$ cat src/rtl/uhd_pkg.sv
package uhd_pkg;
  localparam logic [2:0] A_CTRL  = 3'd0;
  localparam logic [2:0] A_DIV   = 3'd1;
  localparam logic [2:0] A_TXBUF = 3'd2;
  localparam logic [2:0] A_RXBUF = 3'd3;
  localparam logic [2:0] A_STAT  = 3'd4;
  localparam logic [2:0] A_IRQ   = 3'd5;

  localparam int FRAME_BITS = 11;

  typedef enum logic [1:0] {RX_IDLE, RX_RUN, RX_TAIL} rx_st_t;

  // parity bit for a byte: even -> XOR of data, odd -> its complement
  function automatic logic par_of(input logic [7:0] d, input logic odd);
    return (^d) ^ odd;
  endfunction

  // frame as sent LSB first: start, D0..D7, parity, stop
  function automatic logic [FRAME_BITS-1:0] frame_of(input logic [7:0] d, input logic odd);
    return {1'b1, par_of(d, odd), d, 1'b0};
  endfunction
endpackage

$ cat src/rtl/uhd_brg.sv
module uhd_brg #(
  parameter int DIV_W   = 8,
  parameter int PS_MID  = 8,
  parameter int PS_SLOW = 32
) (
  input  logic             clk,
  input  logic             rst_n,
  input  logic [1:0]       src_sel,
  input  logic [DIV_W-1:0] div_n,
  output logic             tick
);
  localparam int PSW = $clog2(PS_SLOW) + 1;

  logic [PSW-1:0]   ps_cnt;
  logic [PSW-1:0]   ps_lim;
  logic             src_en;
  logic [DIV_W-1:0] brg_cnt;

  always_comb begin
    case (src_sel)
      2'd0:    ps_lim = '0;
      2'd1:    ps_lim = PSW'(PS_MID - 1);
      default: ps_lim = PSW'(PS_SLOW - 1);
    endcase
    src_en = (ps_cnt >= ps_lim);
    tick   = src_en && (brg_cnt == '0);
  end

  always_ff @(posedge clk or negedge rst_n) begin
    if (!rst_n) begin
      ps_cnt  <= '0;
      brg_cnt <= '0;
    end else begin
      ps_cnt <= src_en ? '0 : ps_cnt + 1'b1;
      if (src_en) brg_cnt <= tick ? div_n : brg_cnt - 1'b1;
    end
  end
endmodule

$ cat src/rtl/uhd_tx.sv
module uhd_tx import uhd_pkg::*; (
  input  logic       clk,
  input  logic       rst_n,
  input  logic       tick,
  input  logic       tx_en,
  input  logic       parity_odd,
  input  logic       buf_wr,
  input  logic [7:0] buf_data,
  output logic       line,
  output logic       buf_empty,
  output logic       reg_empty,
  output logic       ev_load,
  output logic       ev_idle
);
  logic [3:0]            sub;
  logic [FRAME_BITS-1:0] sh;
  logic [3:0]            left;
  logic                  busy;
  logic [7:0]            hold;
  logic                  bempty;
  logic                  bit_tick;
  logic                  can_load;

  assign bit_tick = tick && (sub == 4'hF);
  assign can_load = tx_en && !bempty && (!busy || left == 4'd0);
  assign ev_load  = bit_tick && can_load;
  assign ev_idle  = bit_tick && busy && (left == 4'd0) && !can_load;

  always_ff @(posedge clk or negedge rst_n) begin
    if (!rst_n) begin
      sub    <= '0;
      sh     <= '1;
      left   <= '0;
      busy   <= 1'b0;
      hold   <= '0;
      bempty <= 1'b1;
    end else begin
      if (tick) sub <= sub + 1'b1;
      if (ev_load) begin
        sh     <= frame_of(hold, parity_odd);
        left   <= 4'(FRAME_BITS - 1);
        busy   <= 1'b1;
        bempty <= 1'b1;
      end else if (bit_tick && busy) begin
        if (left == 4'd0) busy <= 1'b0;
        else begin
          sh   <= {1'b1, sh[FRAME_BITS-1:1]};
          left <= left - 1'b1;
        end
      end
      if (buf_wr) begin
        hold   <= buf_data;
        bempty <= 1'b0;
      end
    end
  end

  assign line      = busy ? sh[0] : 1'b1;
  assign buf_empty = bempty;
  assign reg_empty = !busy;
endmodule

$ cat src/rtl/uhd_rx.sv
module uhd_rx import uhd_pkg::*; (
  input  logic       clk,
  input  logic       rst_n,
  input  logic       tick,
  input  logic       rx_en,
  input  logic       parity_odd,
  input  logic       line_in,
  input  logic       tx_busy,
  output logic       frame_done,
  output logic [7:0] data_q,
  output logic       perr_q,
  output logic       stop_low_q,
  output logic       drive_low
);
  logic       s1, s2, s3;
  rx_st_t     st;
  logic [3:0] sub;
  logic [3:0] idx;
  logic [7:0] shd;
  logic       errp;
  logic       fall;
  logic       mid;

  assign fall       = s3 && !s2;
  assign mid        = (st == RX_RUN) && tick && (sub == 4'd7);
  assign frame_done = mid && (idx == 4'(FRAME_BITS - 1));
  assign drive_low  = errp && ((st == RX_RUN && idx == 4'(FRAME_BITS - 1)) || st == RX_TAIL);

  always_ff @(posedge clk or negedge rst_n) begin
    if (!rst_n) begin
      s1 <= 1'b1; s2 <= 1'b1; s3 <= 1'b1;
      st <= RX_IDLE;
      sub <= '0; idx <= '0; shd <= '0; errp <= 1'b0;
      data_q <= '0; perr_q <= 1'b0; stop_low_q <= 1'b0;
    end else begin
      s1 <= line_in; s2 <= s1; s3 <= s2;
      case (st)
        RX_IDLE: if (rx_en && fall) begin
          st <= RX_RUN; sub <= '0; idx <= '0; errp <= 1'b0;
        end
        RX_RUN: if (tick) begin
          sub <= sub + 1'b1;
          if (sub == 4'hF) idx <= idx + 1'b1;
          if (sub == 4'd7) begin
            if (idx == 4'd0) begin
              if (s2) st <= RX_IDLE;
            end else if (idx <= 4'd8) begin
              shd <= {s2, shd[7:1]};
            end else if (idx == 4'd9) begin
              errp <= (s2 != par_of(shd, parity_odd)) && !tx_busy;
            end else begin
              data_q     <= shd;
              perr_q     <= errp;
              stop_low_q <= !s2;
              st         <= errp ? RX_TAIL : RX_IDLE;
            end
          end
        end
        default: if (tick) begin
          sub <= sub + 1'b1;
          if (sub == 4'd14) begin
            st   <= RX_IDLE;
            errp <= 1'b0;
          end
        end
      endcase
    end
  end
endmodule

$ cat src/rtl/uhd_sim_uart.sv
module uhd_sim_uart import uhd_pkg::*; #(
  parameter int DIV_W   = 8,
  parameter int PS_MID  = 8,
  parameter int PS_SLOW = 32
) (
  input  logic       clk,
  input  logic       rst_n,
  input  logic       wr_en,
  input  logic       rd_en,
  input  logic [2:0] addr,
  input  logic [7:0] wdata,
  output logic [7:0] rdata,
  input  logic       tx_ack,
  input  logic       rx_ack,
  input  logic       ser_in,
  output logic       ser_out,
  output logic       tx_irq,
  output logic       rx_irq
);
  logic [5:0]       ctrl_q;
  logic [DIV_W-1:0] div_q;
  logic             tick;
  logic             tx_line, tx_buf_empty, tx_reg_empty, ev_load, ev_idle;
  logic             frame_done, rx_perr, rx_stop_low, rx_drive;
  logic [7:0]       rx_data;
  logic             rx_done_q, tx_irq_q, rx_irq_q;
  logic             tx_en, rx_en, parity_odd, irq_cause, tx_busy;
  logic             wr_tx, rd_rx, wr_irq, tx_set;

  assign tx_en      = ctrl_q[0];
  assign rx_en      = ctrl_q[1];
  assign parity_odd = ctrl_q[2];
  assign irq_cause  = ctrl_q[3];
  assign tx_busy    = !tx_reg_empty;
  assign wr_tx      = wr_en && (addr == A_TXBUF);
  assign rd_rx      = rd_en && (addr == A_RXBUF);
  assign wr_irq     = wr_en && (addr == A_IRQ);
  assign tx_set     = irq_cause ? ev_idle : ev_load;

  uhd_brg #(.DIV_W(DIV_W), .PS_MID(PS_MID), .PS_SLOW(PS_SLOW)) i_brg (
    .clk(clk), .rst_n(rst_n), .src_sel(ctrl_q[5:4]), .div_n(div_q), .tick(tick)
  );

  uhd_tx i_tx (
    .clk(clk), .rst_n(rst_n), .tick(tick), .tx_en(tx_en), .parity_odd(parity_odd),
    .buf_wr(wr_tx), .buf_data(wdata), .line(tx_line), .buf_empty(tx_buf_empty),
    .reg_empty(tx_reg_empty), .ev_load(ev_load), .ev_idle(ev_idle)
  );

  uhd_rx i_rx (
    .clk(clk), .rst_n(rst_n), .tick(tick), .rx_en(rx_en), .parity_odd(parity_odd),
    .line_in(ser_in), .tx_busy(tx_busy), .frame_done(frame_done), .data_q(rx_data),
    .perr_q(rx_perr), .stop_low_q(rx_stop_low), .drive_low(rx_drive)
  );

  always_ff @(posedge clk or negedge rst_n) begin
    if (!rst_n) begin
      ctrl_q    <= '0;
      div_q     <= '0;
      rx_done_q <= 1'b0;
      tx_irq_q  <= 1'b0;
      rx_irq_q  <= 1'b0;
    end else begin
      if (wr_en && addr == A_CTRL) ctrl_q <= wdata[5:0];
      if (wr_en && addr == A_DIV)  div_q  <= DIV_W'(wdata);
      if (frame_done)  rx_done_q <= 1'b1;
      else if (rd_rx)  rx_done_q <= 1'b0;
      if (tx_set) tx_irq_q <= 1'b1;
      else if (tx_ack || (wr_irq && !wdata[0])) tx_irq_q <= 1'b0;
      if (frame_done) rx_irq_q <= 1'b1;
      else if (rx_ack || (wr_irq && !wdata[1])) rx_irq_q <= 1'b0;
    end
  end

  always_comb begin
    case (addr)
      A_CTRL:  rdata = {2'b00, ctrl_q};
      A_DIV:   rdata = 8'(div_q);
      A_RXBUF: rdata = rx_data;
      A_STAT:  rdata = {3'b000, rx_stop_low, rx_perr, rx_done_q, tx_reg_empty, tx_buf_empty};
      A_IRQ:   rdata = {6'b0, rx_irq_q, tx_irq_q};
      default: rdata = '0;
    endcase
  end

  assign ser_out = tx_line && !rx_drive;
  assign tx_irq  = tx_irq_q;
  assign rx_irq  = rx_irq_q;
endmodule

$ cat config.mk
export PLATFORM = sky130hd
export DESIGN_NAME = uhd_sim_uart
export DESIGN_NICKNAME = d
export VERILOG_FILES = /design/src/rtl/uhd_pkg.sv /design/src/rtl/uhd_brg.sv /design/src/rtl/uhd_tx.sv /design/src/rtl/uhd_rx.sv /design/src/rtl/uhd_sim_uart.sv
export SDC_FILE = /design/constraint.sdc
export NUM_CORES = 1
export LEC_CHECK = 0
export ABC_AREA = 1
export BUFFER_PORTS_ARGS = -buffer_cell sky130_fd_sc_hd__buf_2
export CAP_MARGIN = 30
export CORE_MARGIN = 3
export CORE_UTILIZATION = 62
export CTS_CLUSTER_DIAMETER = 60
export DETAILED_ROUTE_END_ITERATION = 10
export PLACE_DENSITY = 0.88
export SKIP_LAST_GASP = 1
export SYNTH_ARGS = -nofsm -noshare
export SYNTH_HDL_FRONTEND = slang
export SYNTH_HIERARCHICAL = 1
export SYNTH_SLANG_ARGS = --single-unit
$ cat constraint.sdc
create_clock -name clk -period 3.3 [get_ports clk]
set_input_delay 0.495 -clock clk [delete_from_list [all_inputs] [get_ports clk]]
set_output_delay 0.495 -clock clk [all_outputs]
set_load 0.005 [all_outputs]
==> metrics.cfg, run 1 <==
[setup_path]
rrSetupSlack_ns = 0.42
crit_required_ns = 3.55
startpoint = ctrl_q[5]
r2r_end = i_tx/left[2]
critPathMaxFanout = 16
cp-start-kind = flop
cp-end-kind = flop
arrival_ns = 3.13
endpoint = i_tx/left[2]
cp_cell_sequence = inv_1 -> ha_1 -> nand2_1 -> nor2_4 -> nand2_2 -> nor2_4 -> nand2_4 -> nand2_4 -> inv_2 -> nor2_1 -> buf_4 -> nand4_2 -> clkinv_2 -> nand2_2 -> inv_1 -> nand3_1 -> nand2_1 -> a21oi_1
reg2reg_depth = 18
r2r-start = ctrl_q[5]
cpMaxStageDelayCell = dfrtp_1
crit_type = flop to flop
slowest_delay_ns = 0.40

[global_route]
grt_usage_pct = 25.15
grt_pass1_wl_um = 19910
grt_pass1_vias = 4304
antenna_found_initial = 0
gr-total-overflow = 0
grt_max_degree = 52

[placement]
port_buffers = 28
globalplace.congestion = 0.9392
place_ws_ns = 0.4753
dp_hpwl_um = 8376

[final_layout]
multiInputGateArea_mm2 = 0.002447
antenna_cells = 0
n_fill_cell = 647
syn2layout_area_growth_pct = 7.928
utilization_pct = 69.30
drive_gt1_share_pct = 19.31
seqCellArea_mm2 = 0.002295
layout_common_cells = 165 x nand2_1, 96 x inv_1, 77 x dfrtp_1, 55 x nor2_1, 55 x nand3_1
fin_nets = 726
mostFrequentLayoutCell = nand2_1

[clocking]
clock-sinks = 91
cts_resized = 0
cts_tree = done
clk_pin_slew_worst_paths_ns = 0.09
cts_hold_buf = 0
clockBufferDepth = 2
cts_buffers = 9
cts_max_level = 3
postCtsSetupBuffers = 0
insertion_delay_ns = 0.36
clock-root-buffer = clkbuf_8

[drt]
routedWlPerCell_um = 14.25
drt_iter0_markers = 280
vias_per_cell = 5.494
ant_nets = 0
drt_wl_total_um = 11460
drc = 0
drt_pass1_iterations = 5
vias = 4417

[floorplanning]
die_area_mm2 = 0.009698
die_width_um = 98.48
io_pins = 29
initial_utilization_pct = 64.21
die_y_um = 98.48
core_area_mm2 = 0.008258
rows = 33

[timing]
hold_viol = 0
slew_headroom_pct = 57.01
fmax_mhz = 346.7
finalCritPeriodShare_pct = 87.40
rsz0062_at_grt = no
worst_pin_slew_ns = 0.6449
setup_viol = 0
fin_setup_tns_ns = 0
setup_slack_ns = 0.4159
finalMaxSlewViolations = 0
period_needed_ns = 2.884
skew_ns = 0.01216

[power]
power_leakage_nw = 2.886
ir_drop_v = 0.0003112
power.density_mw_per_mm2 = 583.5

[logic_synthesis]
avgSynthCellArea_um2 = 7.962
syn-num-nets = 698
netlist_area_mm2 = 0.005303
ys_warn_count = 6
synthCells = 666
ys_types = 43
ys_ff_latch = 91
ys_seq_area_share_pct = 43.28

[min_path]
holdCritPathClass = primary input to asynchronous set/reset pin

[job]
maxCapViolCount = 0

[status]
status = finished, final reports clean

## area by class of cell
type                            instances  share of cell area, %
Clock buffer                           12                  2.886
Clock inverter                          4                  1.662
Inverter                              105                  7.280
Multi-Input combinational cell        455                  42.76
Sequential cell                        91                  40.10
Tap cell                              105                  2.296
Timing Repair Buffer                   32                  3.017
## worst min-delay path by stage
stage	start	to	slack, ns	cells past startpoint
2_1_floorplan	rst_n	ctrl_q[0]	0.20	0
3_5_place_dp	i_rx/s1	i_rx/s2	0.35	0
6_report	rst_n	div_q[3]	0.17	1
5_1_grt	rst_n	i_tx/left[0]	0.21	1
4_1_cts	rst_n	div_q[3]	0.18	1
3_3_place_gp	i_rx/s1	i_rx/s2	0.35	0
## cell families after synthesis
| logic type | share of synthesized area (%) |
|---|---|
| flip-flops | 43.28 |
| AND/OR/NAND/NOR | 29.12 |
| buffers and inverters | 10.69 |
| multiplexers | 0.4011 |
| XOR/XNOR | 1.652 |
| adder cells (fa/ha/maj) | 3.303 |
| AO/OA/AOI/OAI | 11.56 |
## registers in the layout, summed over array words and instances (netlist names), 2 cells and up
register / flops
i_tx/hold: 8
ctrl_q: 6
i_tx/sh: 10
i_rx/st: 2
i_rx/data_q: 8
i_brg/brg_cnt: 8
div_q: 8
i_tx/left: 4
i_rx/sub: 4
i_brg/ps_cnt: 6
i_rx/idx: 4
i_tx/sub: 4
i_rx/shd: 8
## cell usage after synthesis, drive strengths merged
master | n | area [µm²]
nand2 | 188 | 783.2
mux2 | 1 | 11.26
nand3 | 57 | 310.3
nor4 | 2 | 12.51
inv | 103 | 394.1
mux2i | 1 | 10.01
o211ai | 1 | 7.510
bufinv | 1 | 17.52
o31ai | 2 | 15.01
clkbuf | 3 | 21.27
buf | 12 | 128.9
xor2 | 5 | 43.79
nor2 | 64 | 310.3
or2 | 1 | 6.260
nor3b | 1 | 12.51
nand4 | 11 | 75.07
xnor2 | 5 | 43.79
dfrtp | 77 | 1927
clkinv | 1 | 5.000
o21ai | 78 | 473.0
ha | 14 | 175.2
a21oi | 20 | 111.4
o22ai | 1 | 6.260
dfstp | 14 | 367.9
nand3b | 1 | 7.510
nor3 | 2 | 26.28
## where the power goes
part	leakage (nW)	internal, mW	total [mW]	switching (mW)
Clock	0.133	0.564	0.948	0.384
Combinational	1.60	0.329	0.961	0.632
Sequential	1.15	1.28	1.43	0.154
Total	2.89	2.17	3.34	1.17
## through the flow
stage	total power [mW]	std cells	instance area, µm²	hold WS [ns]
CTS	3.346	804	5723	0.1804
global route	3.572	804	5723	0.2058
finish	3.340	804	5723	0.1667
detailed placement	2.398	788	5463	0.3548
floorplan	2.187	666	5303	0.1994
global placement	2.345	788	5463	0.3460
## per-layer routing
metal / up-vias / track usage [%] / share of wire (%)
met4: 0 / 7.668 / 1.9
met2: 120 / 42.43 / 51
met5: - / 0 / 0
met3: 22 / 4.176 / 4.6
li1: 2164 / - / -
met1: 2111 / 33.57 / 43
## worst max-delay path, delay by kind of cell, from the launching register on
kind | cells | cell delay (ns)
AO/OA/AOI/OAI | 1 | 0.05
AND/OR/NAND/NOR | 11 | 1.26
buffers and inverters | 5 | 0.75
adder cells (fa/ha/maj) | 1 | 0.29
flip-flops | 1 | 0.40
Note: power is estimated with default switching activity, not from simulation.
==> run 2: changes to the inputs <==
--- a/config.mk
+++ b/config.mk
@@ -9,10 +9,10 @@
 export BUFFER_PORTS_ARGS = -buffer_cell sky130_fd_sc_hd__buf_2
 export CAP_MARGIN = 30
 export CORE_MARGIN = 3
-export CORE_UTILIZATION = 62
+export CORE_UTILIZATION = 50
 export CTS_CLUSTER_DIAMETER = 60
 export DETAILED_ROUTE_END_ITERATION = 10
-export PLACE_DENSITY = 0.88
+export PLACE_DENSITY = 0.74
 export SKIP_LAST_GASP = 1
 export SYNTH_ARGS = -nofsm -noshare
 export SYNTH_HDL_FRONTEND = slang
==> metrics.cfg, run 2 (synthesis gave the netlist of run 1 again) <==
[final_layout]
seqCellArea_mm2 = 0.002295
multiInputGateArea_mm2 = 0.002447
finish.instance_area_mm2 = 0.005680
layout_common_cells = 165 x nand2_1, 96 x inv_1, 77 x dfrtp_1, 55 x nor2_1, 55 x nand3_1
drive_gt1_share_pct = 18.71
largest_reg_flops = 10
n_fill_cell = 918
antenna_cells = 0
fin_cells = 833
syn2layout_area_growth_pct = 7.126
mostFrequentLayoutCell = nand2_1
max_flop_register = i_tx/sh
fin_nets = 727

[floorplanning]
die_width_um = 109.0
core_area_mm2 = 0.01004
initial_utilization_pct = 52.79
io_pins = 29
die_y_um = 109.0
rows = 36
die_area_mm2 = 0.01188

[drt]
wl_met2_um = 5069
vias = 4255
drt_wl_total_um = 10780
top_layer = met4
drc = 0
routedWlPerCell_um = 12.94
drt_pass1_iterations = 4
dr_wl_met3_um = 349
drt_iter0_markers = 210
ant_nets = 0
vias_per_cell = 5.108
met1_length_um = 5074

[power]
power.density_mw_per_mm2 = 532.4
p_seq_share_pct = 47.1
p_switching_mw = 1.139
power_frac_comb_pct = 31.6
p_int_mw = 1.885
ir_drop_v = 0.0002824
power_leakage_nw = 2.841
clkPwrFrac_pct = 21.4
p_sw_share_pct = 37.68

[status]
status = finished, final reports clean

[placement]
place_ws_ns = 0.4472
port_buffers = 28
globalplace.congestion = 0.9065
dp_cells = 817
placed_area_mm2 = 0.005525
dp_hpwl_um = 8160

[clocking]
cts_buffers = 9
insertion_delay_ns = 0.36
cts_resized = 0
clk_pin_slew_worst_paths_ns = 0.09
postCtsSetupBuffers = 0
clockBufferDepth = 2
clock-sinks = 91
cts_tree = done
clock-root-buffer = clkbuf_8
cts_max_level = 3
cts_hold_buf = 0

[timing]
setup_viol = 0
skew_ns = 0.01225
slew_headroom_pct = 58.54
finalCritPeriodShare_pct = 86.80
fin_setup_tns_ns = 0
setup_slack_ns = 0.4355
worst_pin_slew_ns = 0.6196
rsz0062_at_grt = no
hold_viol = 0
period_needed_ns = 2.864
finalMaxSlewViolations = 0
fmax_mhz = 349.1

[setup_path]
critPathMaxFanout = 16
rrSetupSlack_ns = 0.44
crit_type = flop to flop
r2r_end = i_tx/left[2]
r2r-start = ctrl_q[5]
arrival_ns = 3.11
cp-start-kind = flop
cp-end-kind = flop
crit_required_ns = 3.55
reg2reg_depth = 18

[global_route]
gr-total-overflow = 0
grt_max_degree = 55
grt_usage_pct = 19.82
grt_pass1_wl_um = 18600
grt_pass1_vias = 4016
antenna_found_initial = 0

[min_path]
holdCritPathClass = primary input to asynchronous set/reset pin

[job]
maxCapViolCount = 0

-- run 2: area by class of cell --
cell class | count | share of cell area (%)
multi-input cells | 455 | 43.08
flip-flops and latches | 91 | 40.40
inverters | 105 | 7.335
repair buffers | 33 | 3.524
well taps | 133 | 2.930
clock buffers | 14 | 2.511
clock inverters | 2 | 0.2203
-- run 2: layer usage --
metal | global-route usage [%] | up-vias
met5 | 0 | -
met4 | 8.206 | 0
met3 | 4.085 | 21
met2 | 31.36 | 79
met1 | 26.53 | 1994
li1 | - | 2161
-- run 2: power by group through the flow --
stage	sequential, mW	clock, mW	combinational [mW]
after floorplan	1.40	0	0.788
after global placement	1.44	0	0.912
after detailed placement	1.44	0	0.953
after CTS	1.42	0.670	0.962
after global routing	1.45	0.723	1.11
final	1.42	0.646	0.955
-- run 2: metrics by stage --
step	total power [mW]	util (%)	hold slack (ns)
after CTS	3.055	56.55	0.07505
after global routing	3.284	56.55	0.08172
after floorplan	2.187	-	0.1994
after global placement	2.349	54.73	0.3460
final	3.024	56.55	0.07276
after detailed placement	2.395	55.01	0.3492
-- run 2: worst max path at each step --
stage	start	endpoint	slack, ns	depth (start not counted)
2_1_floorplan	ctrl_q[5]	i_tx/left[3]	0.83	16
3_5_place_dp	ctrl_q[5]	i_tx/left[2]	0.45	18
5_1_grt	ctrl_q[5]	i_tx/left[2]	0.11	18
3_3_place_gp	ctrl_q[5]	i_tx/left[2]	0.61	18
6_report	ctrl_q[5]	i_tx/left[2]	0.44	18
4_1_cts	ctrl_q[5]	i_rx/data_q[1]	0.42	16
-- run 2: worst max-delay path: stages (launching register included) --
cell	delay [ns]
dfrtp_1	0.41
inv_1	0.08
ha_1	0.30
nand2_1	0.09
nor2_4	0.14
nand2_2	0.08
nor2_4	0.09
nand2_4	0.08
nand2_4	0.17
inv_2	0.07
nor2_1	0.12
buf_4	0.19
nand4_2	0.13
clkinv_2	0.11
nand2_2	0.15
inv_1	0.30
nand3_1	0.11
nand2_1	0.07
a21oi_1	0.05
